File: config.mk
export PLATFORM = sky130hd
export DESIGN_NAME = wl_cal_seq
export DESIGN_NICKNAME = d
export VERILOG_FILES = /design/src/rtl/wl_cal_pkg.sv /design/src/rtl/wl_cal_sampler.sv /design/src/rtl/wl_cal_ring_base.sv /design/src/rtl/wl_cal_code_fmt.sv /design/src/rtl/wl_cal_seq.sv
export SDC_FILE = /design/constraint.sdc
export NUM_CORES = 1
export LEC_CHECK = 0
export ABC_AREA = 1
export ABC_CLOCK_PERIOD_IN_PS = 4200
export BUFFER_PORTS_ARGS = -buffer_cell sky130_fd_sc_hd__buf_2
export CORE_MARGIN = 8
export CORE_UTILIZATION = 40
export CTS_CLUSTER_DIAMETER = 100
export CTS_CLUSTER_SIZE = 28
export DETAILED_ROUTE_END_ITERATION = 6
export HOLD_SLACK_MARGIN = 0.15
export SYNTH_ARGS = -nofsm -noshare
export SYNTH_HDL_FRONTEND = slang
export SYNTH_SLANG_ARGS = --single-unit
File: constraint.sdc
create_clock -name clk -period 4.2 [get_ports clk]
set_input_delay 1.26 -clock clk [delete_from_list [all_inputs] [get_ports clk]]
set_output_delay 1.26 -clock clk [all_outputs]
set_load 0.01 [all_outputs]
File: src/rtl/wl_cal_pkg.sv
package wl_cal_pkg;
  typedef enum logic [2:0] {
    ST_IDLE,
    ST_COARSE,
    ST_EVAL,
    ST_FINE,
    ST_LANE_END
  } seq_st_t;

  typedef enum logic [1:0] {
    SM_IDLE,
    SM_SETTLE,
    SM_REQ
  } smp_st_t;
endpackage

File: src/rtl/wl_cal_sampler.sv
module wl_cal_sampler
  import wl_cal_pkg::*;
#(
  parameter int SETTLE_W = 4
) (
  input  logic                clk,
  input  logic                rst_n,
  input  logic                launch,
  input  logic [SETTLE_W-1:0] settle,
  input  logic                smp_valid,
  input  logic                smp_level,
  output logic                smp_req,
  output logic                fin,
  output logic                fin_level
);
  smp_st_t             st_q, st_d;
  logic [SETTLE_W-1:0] cnt_q, cnt_d;

  always_comb begin
    st_d  = st_q;
    cnt_d = cnt_q;
    case (st_q)
      SM_IDLE: begin
        if (launch) begin
          cnt_d = settle;
          st_d  = SM_SETTLE;
        end
      end
      SM_SETTLE: begin
        if (cnt_q == '0) st_d = SM_REQ;
        else             cnt_d = cnt_q - 1'b1;
      end
      SM_REQ: begin
        if (smp_valid) st_d = SM_IDLE;
      end
      default: st_d = SM_IDLE;
    endcase
  end

  assign smp_req   = (st_q == SM_REQ);
  assign fin       = smp_req && smp_valid;
  assign fin_level = smp_level;

  always_ff @(posedge clk or negedge rst_n) begin
    if (!rst_n) begin
      st_q  <= SM_IDLE;
      cnt_q <= '0;
    end else begin
      st_q  <= st_d;
      cnt_q <= cnt_d;
    end
  end
endmodule

File: src/rtl/wl_cal_ring_base.sv
module wl_cal_ring_base (
  input  logic [7:0] pat,
  output logic       valid,
  output logic [2:0] base
);
  logic [7:0] hit;

  for (genvar g = 0; g < 8; g++) begin : g_hit
    assign hit[g] = ~pat[g] & pat[(g + 1) % 8];
  end

  always_comb begin
    base = '0;
    for (int i = 7; i >= 0; i--) begin
      if (hit[i]) base = 3'(i);
    end
  end

  assign valid = |hit;
endmodule

File: src/rtl/wl_cal_code_fmt.sv
module wl_cal_code_fmt #(
  parameter int FRAC_W = 8,
  parameter int LIMIT  = 200
) (
  input  logic [FRAC_W-1:0] val,
  output logic [FRAC_W:0]   code
);
  always_comb begin
    if (val > FRAC_W'(LIMIT)) code = '0;
    else                      code = {val[FRAC_W-1], 1'b0, val[FRAC_W-2:0]};
  end
endmodule

File: src/rtl/wl_cal_seq.sv
module wl_cal_seq
  import wl_cal_pkg::*;
#(
  parameter int LANES     = 4,
  parameter int FRAC_W    = 8,
  parameter int SETTLE_W  = 4,
  parameter int CLAMP_LIM = 200,
  localparam int LANE_W   = (LANES > 1) ? $clog2(LANES) : 1,
  localparam int STAT_W   = 8 + LANES,
  localparam int CODE_W   = FRAC_W + 1
) (
  input  logic                     clk,
  input  logic                     rst_n,
  input  logic                     ctrl_we,
  input  logic [STAT_W-1:0]        ctrl_wdata,
  input  logic [SETTLE_W-1:0]      settle_cycles,
  output logic [STAT_W-1:0]        status_word,
  output logic                     done,
  output logic [LANES*8-1:0]       coarse_res,
  output logic [LANES*CODE_W-1:0]  lane_delay,
  output logic                     smp_req,
  output logic [LANE_W-1:0]        smp_lane,
  output logic [FRAC_W-1:0]        smp_delay,
  input  logic                     smp_valid,
  input  logic                     smp_level
);
  localparam int FINE_W = FRAC_W - 3;

  seq_st_t                         st_q, st_d;
  logic [LANE_W-1:0]               lane_q, lane_d;
  logic [2:0]                      step_q, step_d;
  logic [FINE_W-1:0]               fstep_q, fstep_d;
  logic [FRAC_W-1:0]               dly_q, dly_d;
  logic                            launch_q, launch_d;
  logic                            done_q, done_d;
  logic [LANES-1:0][7:0]           co_q, co_d;
  logic [LANES-1:0][CODE_W-1:0]    res_q, res_d;
  logic [LANES-1:0]                err_q, err_d;

  logic              s_fin, s_level;
  logic              r_valid;
  logic [2:0]        r_base;
  logic [FRAC_W-1:0] f_val;
  logic [CODE_W-1:0] f_code;
  logic              busy;

  wl_cal_sampler #(.SETTLE_W(SETTLE_W)) u_smp (
    .clk       (clk),
    .rst_n     (rst_n),
    .launch    (launch_q),
    .settle    (settle_cycles),
    .smp_valid (smp_valid),
    .smp_level (smp_level),
    .smp_req   (smp_req),
    .fin       (s_fin),
    .fin_level (s_level)
  );

  wl_cal_ring_base u_ring (
    .pat   (co_q[lane_q]),
    .valid (r_valid),
    .base  (r_base)
  );

  assign f_val = dly_q - {{(FRAC_W-1){1'b0}}, s_level};

  wl_cal_code_fmt #(.FRAC_W(FRAC_W), .LIMIT(CLAMP_LIM)) u_fmt (
    .val  (f_val),
    .code (f_code)
  );

  always_comb begin
    st_d     = st_q;
    lane_d   = lane_q;
    step_d   = step_q;
    fstep_d  = fstep_q;
    dly_d    = dly_q;
    co_d     = co_q;
    res_d    = res_q;
    err_d    = err_q;
    launch_d = 1'b0;
    done_d   = 1'b0;
    case (st_q)
      ST_IDLE: begin
        if (ctrl_we && ctrl_wdata[0]) begin
          co_d     = '0;
          res_d    = '0;
          err_d    = '0;
          lane_d   = '0;
          step_d   = '0;
          dly_d    = '0;
          launch_d = 1'b1;
          st_d     = ST_COARSE;
        end
      end
      ST_COARSE: begin
        if (s_fin) begin
          co_d[lane_q][step_q] = s_level;
          if (step_q == 3'd7) begin
            st_d = ST_EVAL;
          end else begin
            step_d   = step_q + 3'd1;
            dly_d    = {step_q + 3'd1, {FINE_W{1'b0}}};
            launch_d = 1'b1;
          end
        end
      end
      ST_EVAL: begin
        if (!r_valid) begin
          err_d[lane_q] = 1'b1;
          st_d          = ST_LANE_END;
        end else begin
          fstep_d  = FINE_W'(1);
          dly_d    = {r_base, FINE_W'(1)};
          launch_d = 1'b1;
          st_d     = ST_FINE;
        end
      end
      ST_FINE: begin
        if (s_fin) begin
          if (s_level || (&fstep_q)) begin
            res_d[lane_q] = f_code;
            st_d          = ST_LANE_END;
          end else begin
            fstep_d  = fstep_q + 1'b1;
            dly_d    = dly_q + 1'b1;
            launch_d = 1'b1;
          end
        end
      end
      ST_LANE_END: begin
        if (lane_q == LANE_W'(LANES - 1)) begin
          st_d   = ST_IDLE;
          done_d = 1'b1;
        end else begin
          lane_d   = lane_q + 1'b1;
          step_d   = '0;
          dly_d    = '0;
          launch_d = 1'b1;
          st_d     = ST_COARSE;
        end
      end
      default: st_d = ST_IDLE;
    endcase
  end

  always_ff @(posedge clk or negedge rst_n) begin
    if (!rst_n) begin
      st_q     <= ST_IDLE;
      lane_q   <= '0;
      step_q   <= '0;
      fstep_q  <= '0;
      dly_q    <= '0;
      launch_q <= 1'b0;
      done_q   <= 1'b0;
      co_q     <= '0;
      res_q    <= '0;
      err_q    <= '0;
    end else begin
      st_q     <= st_d;
      lane_q   <= lane_d;
      step_q   <= step_d;
      fstep_q  <= fstep_d;
      dly_q    <= dly_d;
      launch_q <= launch_d;
      done_q   <= done_d;
      co_q     <= co_d;
      res_q    <= res_d;
      err_q    <= err_d;
    end
  end

  assign busy        = (st_q != ST_IDLE);
  assign status_word = {err_q, 7'd0, busy};
  assign done        = done_q;
  assign coarse_res  = co_q;
  assign lane_delay  = res_q;
  assign smp_lane    = lane_q;
  assign smp_delay   = dly_q;
endmodule

==> flow_metrics.tcl, run 1 <==
set metrics [dict create \
    setup_slack_ns 1.272 \
    synth_area_um2 5732 \
    synth_ff_type "dfrtp_1" \
    clk_latency_ns 0.36 \
    cts_hold_buf 0 \
    syn_area_per_cell_um2 7.367 \
    avgViaCountPerCell 4.974 \
    holdCritPathClass "reg2reg" \
    critPathLaunchType "input pin" \
    cts_root_buf "clkbuf_16" \
    ir_worst_vdd_uv 211.0 \
    grtUsageTotal_pct 17.82 \
    crit_top_cell "nand2_1" \
    htree_levels 3 \
    grt_max_degree 51 \
    fin_crit_ns 2.928 \
    ys_types 45 \
    layout-drive-gt1-share_pct 18.31 \
    setup.worst_path.end_class "flip-flop" \
    synth-seq-cells 97 \
    io_buffers 90 \
    crit_start "smp_level" \
    power_density_nw_per_um2 634.8 \
    via_count 5188 \
    drt-wirelength-per-cell_um 15.43 \
    placed_area_um2 6274 \
    reg2reg_to "lane_delay[3]" \
    fin_cells 1043 \
    crit_required_ns 4.44 \
    status "complete, no violations" \
    cts_buffers 9 \
    cp_slowest_cell "xor2_1" \
    die_w_um 135.7 \
    routed_wl_um 16090 \
    worstPathMaxFanout 28 \
    fin_area_um2 6579 \
    start_util_pct 41.13 \
    antenna_found_initial 0 \
    cts_tree "done" \
    tns_ns 0 \
    slew-limit-headroom_pct 47.14 \
    grt_pass1_wl_um 26040 \
    setup_violations 0 \
    r2r_start "smp_lane[1]" \
    row_count 43 \
    synth-seq-area-share_pct 42.35 \
    cts_buffer_depth 2 \
    drtAntennaViolNets 0 \
    worstPathArrival_ns 3.17 \
    worst_pin_slew_ns 0.7929 \
    leakage_nw 3.524 \
    postCtsSetupBuffers 0 \
    fp.coreArea_um2 13930 \
    clock-sinks 97 \
    ff2ff_setup_slack_ns 1.48 \
    routabilityCongestion 0.8277 \
    slew_viol_final 0 \
    cp-endpoint "lane_delay[9]" \
    grt_pass1_vias 4890 \
    hold_viol 0 \
    max_stage_delay_ns 0.47 \
    hpwl_um 11560 \
    fmax_mhz 341.5 \
    die-area_um2 18420 \
    crit_type "in2reg" \
    dr.pass1.iters 5 \
    drt_iter0_drc 473 \
    antenna_cells 0 \
    io_pins 113 \
    reg2reg_depth 6 \
    netlist_instances 778 \
    async_flop_share_pct 100.0 \
    area_growth_pct 14.78 \
    finalCritPeriodShare_pct 69.72 \
    fin_nets 891 \
    yosysWarnings 0 \
    drv_cap 0 \
    drcViolationCount 0 \
    fp.dieH_um 135.7 \
    ctsResizeCount 0 \
    worstPathCellList "buf_2, ha_1, ha_1, xor2_1, nor2_1, nand2_1, nand2_1, nand3_1, nand3_4, nand3_1, nand2_1" \
    synth_edf_count 0 \
    rsz0062_at_grt "false" \
    post-place-ws_ns 0.9132 \
    dp_cells 1027 \
    cts.reportedPaths.clkPinSlew_ns 0.07 \
    fin_worst_skew_ns 0.005622 \
    grt-ovfl-total 0 \
]
through the flow:
step	util (%)	hold slack, ns	total power, mW
after floorplan	-	0.4559	2.781
after CTS	47.21	0.4815	4.197
after global routing	47.21	0.4873	4.511
final	47.21	0.4755	4.176
after detailed placement	45.02	0.4626	3.330
after global placement	45.02	0.4616	3.317
synthesized netlist by cell type (2+ instances only):
library cell,n,area share [%]
a21oi_1,32,2.8
a31oi_1,2,0.22
buf_1,2,0.13
buf_2,10,0.87
buf_4,15,2.0
buf_6,2,0.39
clkbuf_1,5,0.33
dfrtp_1,97,42
ha_1,12,2.6
inv_1,75,4.9
inv_2,9,0.59
inv_4,2,0.22
nand2_1,271,18
nand2_2,7,0.76
nand2_4,3,0.59
nand3_1,68,5.9
nand3_2,2,0.35
nand3_4,4,1.2
nand4_1,4,0.44
nor2_1,50,3.3
nor2_2,2,0.22
nor2_4,3,0.59
nor3_1,8,0.70
nor3_2,6,1.0
nor3b_1,3,0.39
o21ai_0,30,2.6
o21ai_1,12,1.0
o21ai_2,5,0.76
o22ai_1,18,2.0
xor2_1,4,0.61
routing by layer:
layer,vias to the layer above,routed length [um],global-route usage [%]
met5,-,0,0
met4,0,220,6.169
met3,13,897,3.709
met2,107,7403,27.57
met1,2425,7569,24.13
li1,2643,-,-
registers in the layout, summed over array words and instances, names as in the netlist:
register,flops
coarse_res,32
lane_delay,32
smp_delay,8
fstep_q,5
err_q,4
u_smp.cnt_q,4
st_q,3
step_q,3
smp_lane,2
u_smp.st_q,2
done,1
launch_q,1
kinds of logic (layout without fill, tap and decap cells):
kind of cell	Yosys count	count (layout)	share of synthesized area (%)
adders and majority gates	12	12	2.619
DFF	97	97	42.35
AOI/OAI and AO/OA	106	106	10.57
other	1	11	0.06543
and+or+nand+nor	435	435	33.86
xor gates and xnor gates	6	6	1.048
buffers and inverters	121	196	9.496
worst max-delay path: cells and delay by family:
kind	cells	cell delay (ns)
xor+xnor	1	0.47
fa+ha+maj	2	0.43
buf+inv	1	0.15
simple gates	7	0.85
cells in the final DEF, fill, tap and decap left out, types with 8 or more instances in the layout:
cell       netlist  routed
a21oi_1         32      32
inv_1           75      75
conb_1           1      11
buf_2           10      89
inv_2            9       9
nand2_1        271     271
clkbuf_16        0       9
dfrtp_1         97      97
o21ai_0         30      30
nor3_1           8       8
nand3_1         68      68
ha_1            12      12
nor2_1          50      50
o22ai_1         18      18
o21ai_1         12      12
power breakdown:
part	internal [mW]	switching, mW	total [mW]
logic	0.596	1.45	2.05
registers	1.09	0.183	1.27
clock network	0.467	0.393	0.860
total	2.15	2.03	4.18
area by class of cell:
| cell class | count | area (um2) |
|---|---|---|
| fillers | 1436 | 7356 |
| multi-input cells | 570 | 2798 |
| flip-flops and latches | 97 | 2427 |
| repair buffers | 94 | 495.5 |
| inverters | 86 | 327.8 |
| clock buffers | 9 | 225.2 |
| well taps | 180 | 225.2 |
| clock inverters | 7 | 80.08 |
how the worst min path moves through the flow:
stage	cells after the start	start	slack, ns	end
6_report	2	lane_delay[5]	0.48	lane_delay[5]
5_1_grt	2	lane_delay[28]	0.49	lane_delay[28]
4_1_cts	2	lane_delay[5]	0.48	lane_delay[5]
3_5_place_dp	2	lane_delay[5]	0.46	lane_delay[5]
3_3_place_gp	2	lane_delay[4]	0.46	lane_delay[4]
2_1_floorplan	2	fstep_q[4]	0.46	fstep_q[4]
Power figures use the tool's default switching activity.
==> inputs of run 2 (changes only) <==
- ABC_CLOCK_PERIOD_IN_PS: 4200 -> 2900
- clock period: 4.2 -> 2.9 ns (I/O delays scaled with it)
==> flow_metrics.tcl, run 2 (same netlist as run 1, synthesis figures left out) <==
set metrics [dict create \
    status "complete, no violations" \
    layout-drive-gt1-share_pct 19.52 \
    cts_buffer_depth 2 \
    worst_pin_slew_ns 0.7118 \
    hold_viol 0 \
    grt_pass1_wl_um 26020 \
    antenna_found_initial 0 \
    worstPathCellList "nand3_4, inv_4, nand2_1, nand2_1, inv_2, nand3_2, o21ai_0" \
    reg2reg_depth 7 \
    worstPathMaxFanout 32 \
    row_count 43 \
    htree_levels 3 \
    crit_buf_inv 2 \
    clock-sinks 97 \
    layout_common_cells "nand2_1 (271), dfrtp_1 (97), buf_2 (89)" \
    setup_violations 0 \
    path_depth 7 \
    setup_slack_ns 0.3869 \
    setup.worst_path.end_class "flip-flop" \
    fp.coreArea_um2 13930 \
    drtAntennaViolNets 0 \
    routed_wl_um 16080 \
    fin_worst_skew_ns 0.009461 \
    antenna_cells 0 \
    crit_type "reg2reg" \
    power_density_nw_per_um2 937.3 \
    ff2ff_setup_slack_ns 0.39 \
    cts_hold_buf 0 \
    fp.dieH_um 135.7 \
    fin_cells 1056 \
    dr.pass1.iters 5 \
    area_growth_pct 17.16 \
    avgViaCountPerCell 4.927 \
    io_buffers 90 \
    slew-limit-headroom_pct 52.49 \
    postCtsSetupBuffers 0 \
    via_count 5203 \
    start_util_pct 41.13 \
    drt-wirelength-per-cell_um 15.23 \
    ir_worst_vdd_uv 336.7 \
    fin_nets 904 \
    cts_tree "done" \
    drv_cap 0 \
    cts.reportedPaths.clkPinSlew_ns 0.07 \
    grt_pass1_vias 4929 \
    cp-endpoint "coarse_res[24]" \
    cts_buffers 9 \
    crit_start "st_q[0]" \
    crit_top_cell "nand2_1" \
    holdCritPathClass "in2async" \
    finalCritPeriodShare_pct 86.66 \
    drcViolationCount 0 \
    max_stage_delay_ns 0.59 \
    grt-ovfl-total 0 \
    io_pins 113 \
    post-place-ws_ns 0.2682 \
    critPathLaunchType "flip-flop" \
    die-area_um2 18420 \
    crit_family "simple AND/OR/NAND/NOR gates" \
    rsz0062_at_grt "false" \
    hpwl_um 11500 \
    fmax_mhz 397.9 \
    leakage_nw 3.609 \
    tns_ns 0 \
    grt_max_degree 63 \
    drt_iter0_drc 422 \
    ctsResizeCount 0 \
    clk_latency_ns 0.35 \
    cp_slowest_cell "nand3_2" \
    worstPathArrival_ns 2.77 \
    slew_viol_final 0 \
    grtUsageTotal_pct 17.74 \
    reg2reg_to "coarse_res[24]" \
    r2r_start "st_q[0]" \
    fin_crit_ns 2.513 \
    final_common_cell "nand2_1" \
    cts_root_buf "clkbuf_16" \
    dp_cells 1040 \
    crit_required_ns 3.15 \
    holdWs_ns 0.4707 \
    die_w_um 135.7 \
    routabilityCongestion 0.8254 \
]
## run 2: worst min path at each step
stage	start	endpoint	slack, ns	cells after the start
6_report	rst_n	coarse_res[14]	0.47	1
3_3_place_gp	lane_delay[4]	lane_delay[4]	0.46	2
5_1_grt	lane_delay[10]	lane_delay[10]	0.49	2
2_1_floorplan	fstep_q[4]	fstep_q[4]	0.46	2
4_1_cts	lane_delay[9]	lane_delay[9]	0.48	2
3_5_place_dp	lane_delay[9]	lane_delay[9]	0.46	2
## run 2: area by class of cell
type / instances / area, um2
Clock buffer: 9 / 225.2
Clock inverter: 7 / 118.9
Tap cell: 180 / 225.2
Multi-Input combinational cell: 570 / 2798
Timing Repair Buffer: 107 / 593.1
Sequential cell: 97 / 2427
Fill cell: 1452 / 7219
Inverter: 86 / 327.8
## run 2: through the flow
step,util (%),power [mW],cell area [um2]
2_1_floorplan,-,4.028,5769
3_3_place_gp,45.72,4.883,6371
3_5_place_dp,45.72,4.907,6371
4_1_cts,48.19,6.317,6715
5_1_grt,48.19,6.775,6715
6_report,48.19,6.294,6715
## run 2: power breakdown
group / leakage, nW / internal [mW] / switching, mW
logic: 2.12 / 0.934 / 2.15
clock network: 0.162 / 0.843 / 0.553
registers: 1.32 / 1.57 / 0.235
total: 3.61 / 3.35 / 2.94
## run 2: layer usage
metal  wire (um)  track usage [%]  vias to the layer above
met5           0                0                        -
met2        7307            27.37                      134
li1            -                -                     2658
met4         223            5.799                        0
met3         971            3.524                       13
met1        7576            24.32                     2398
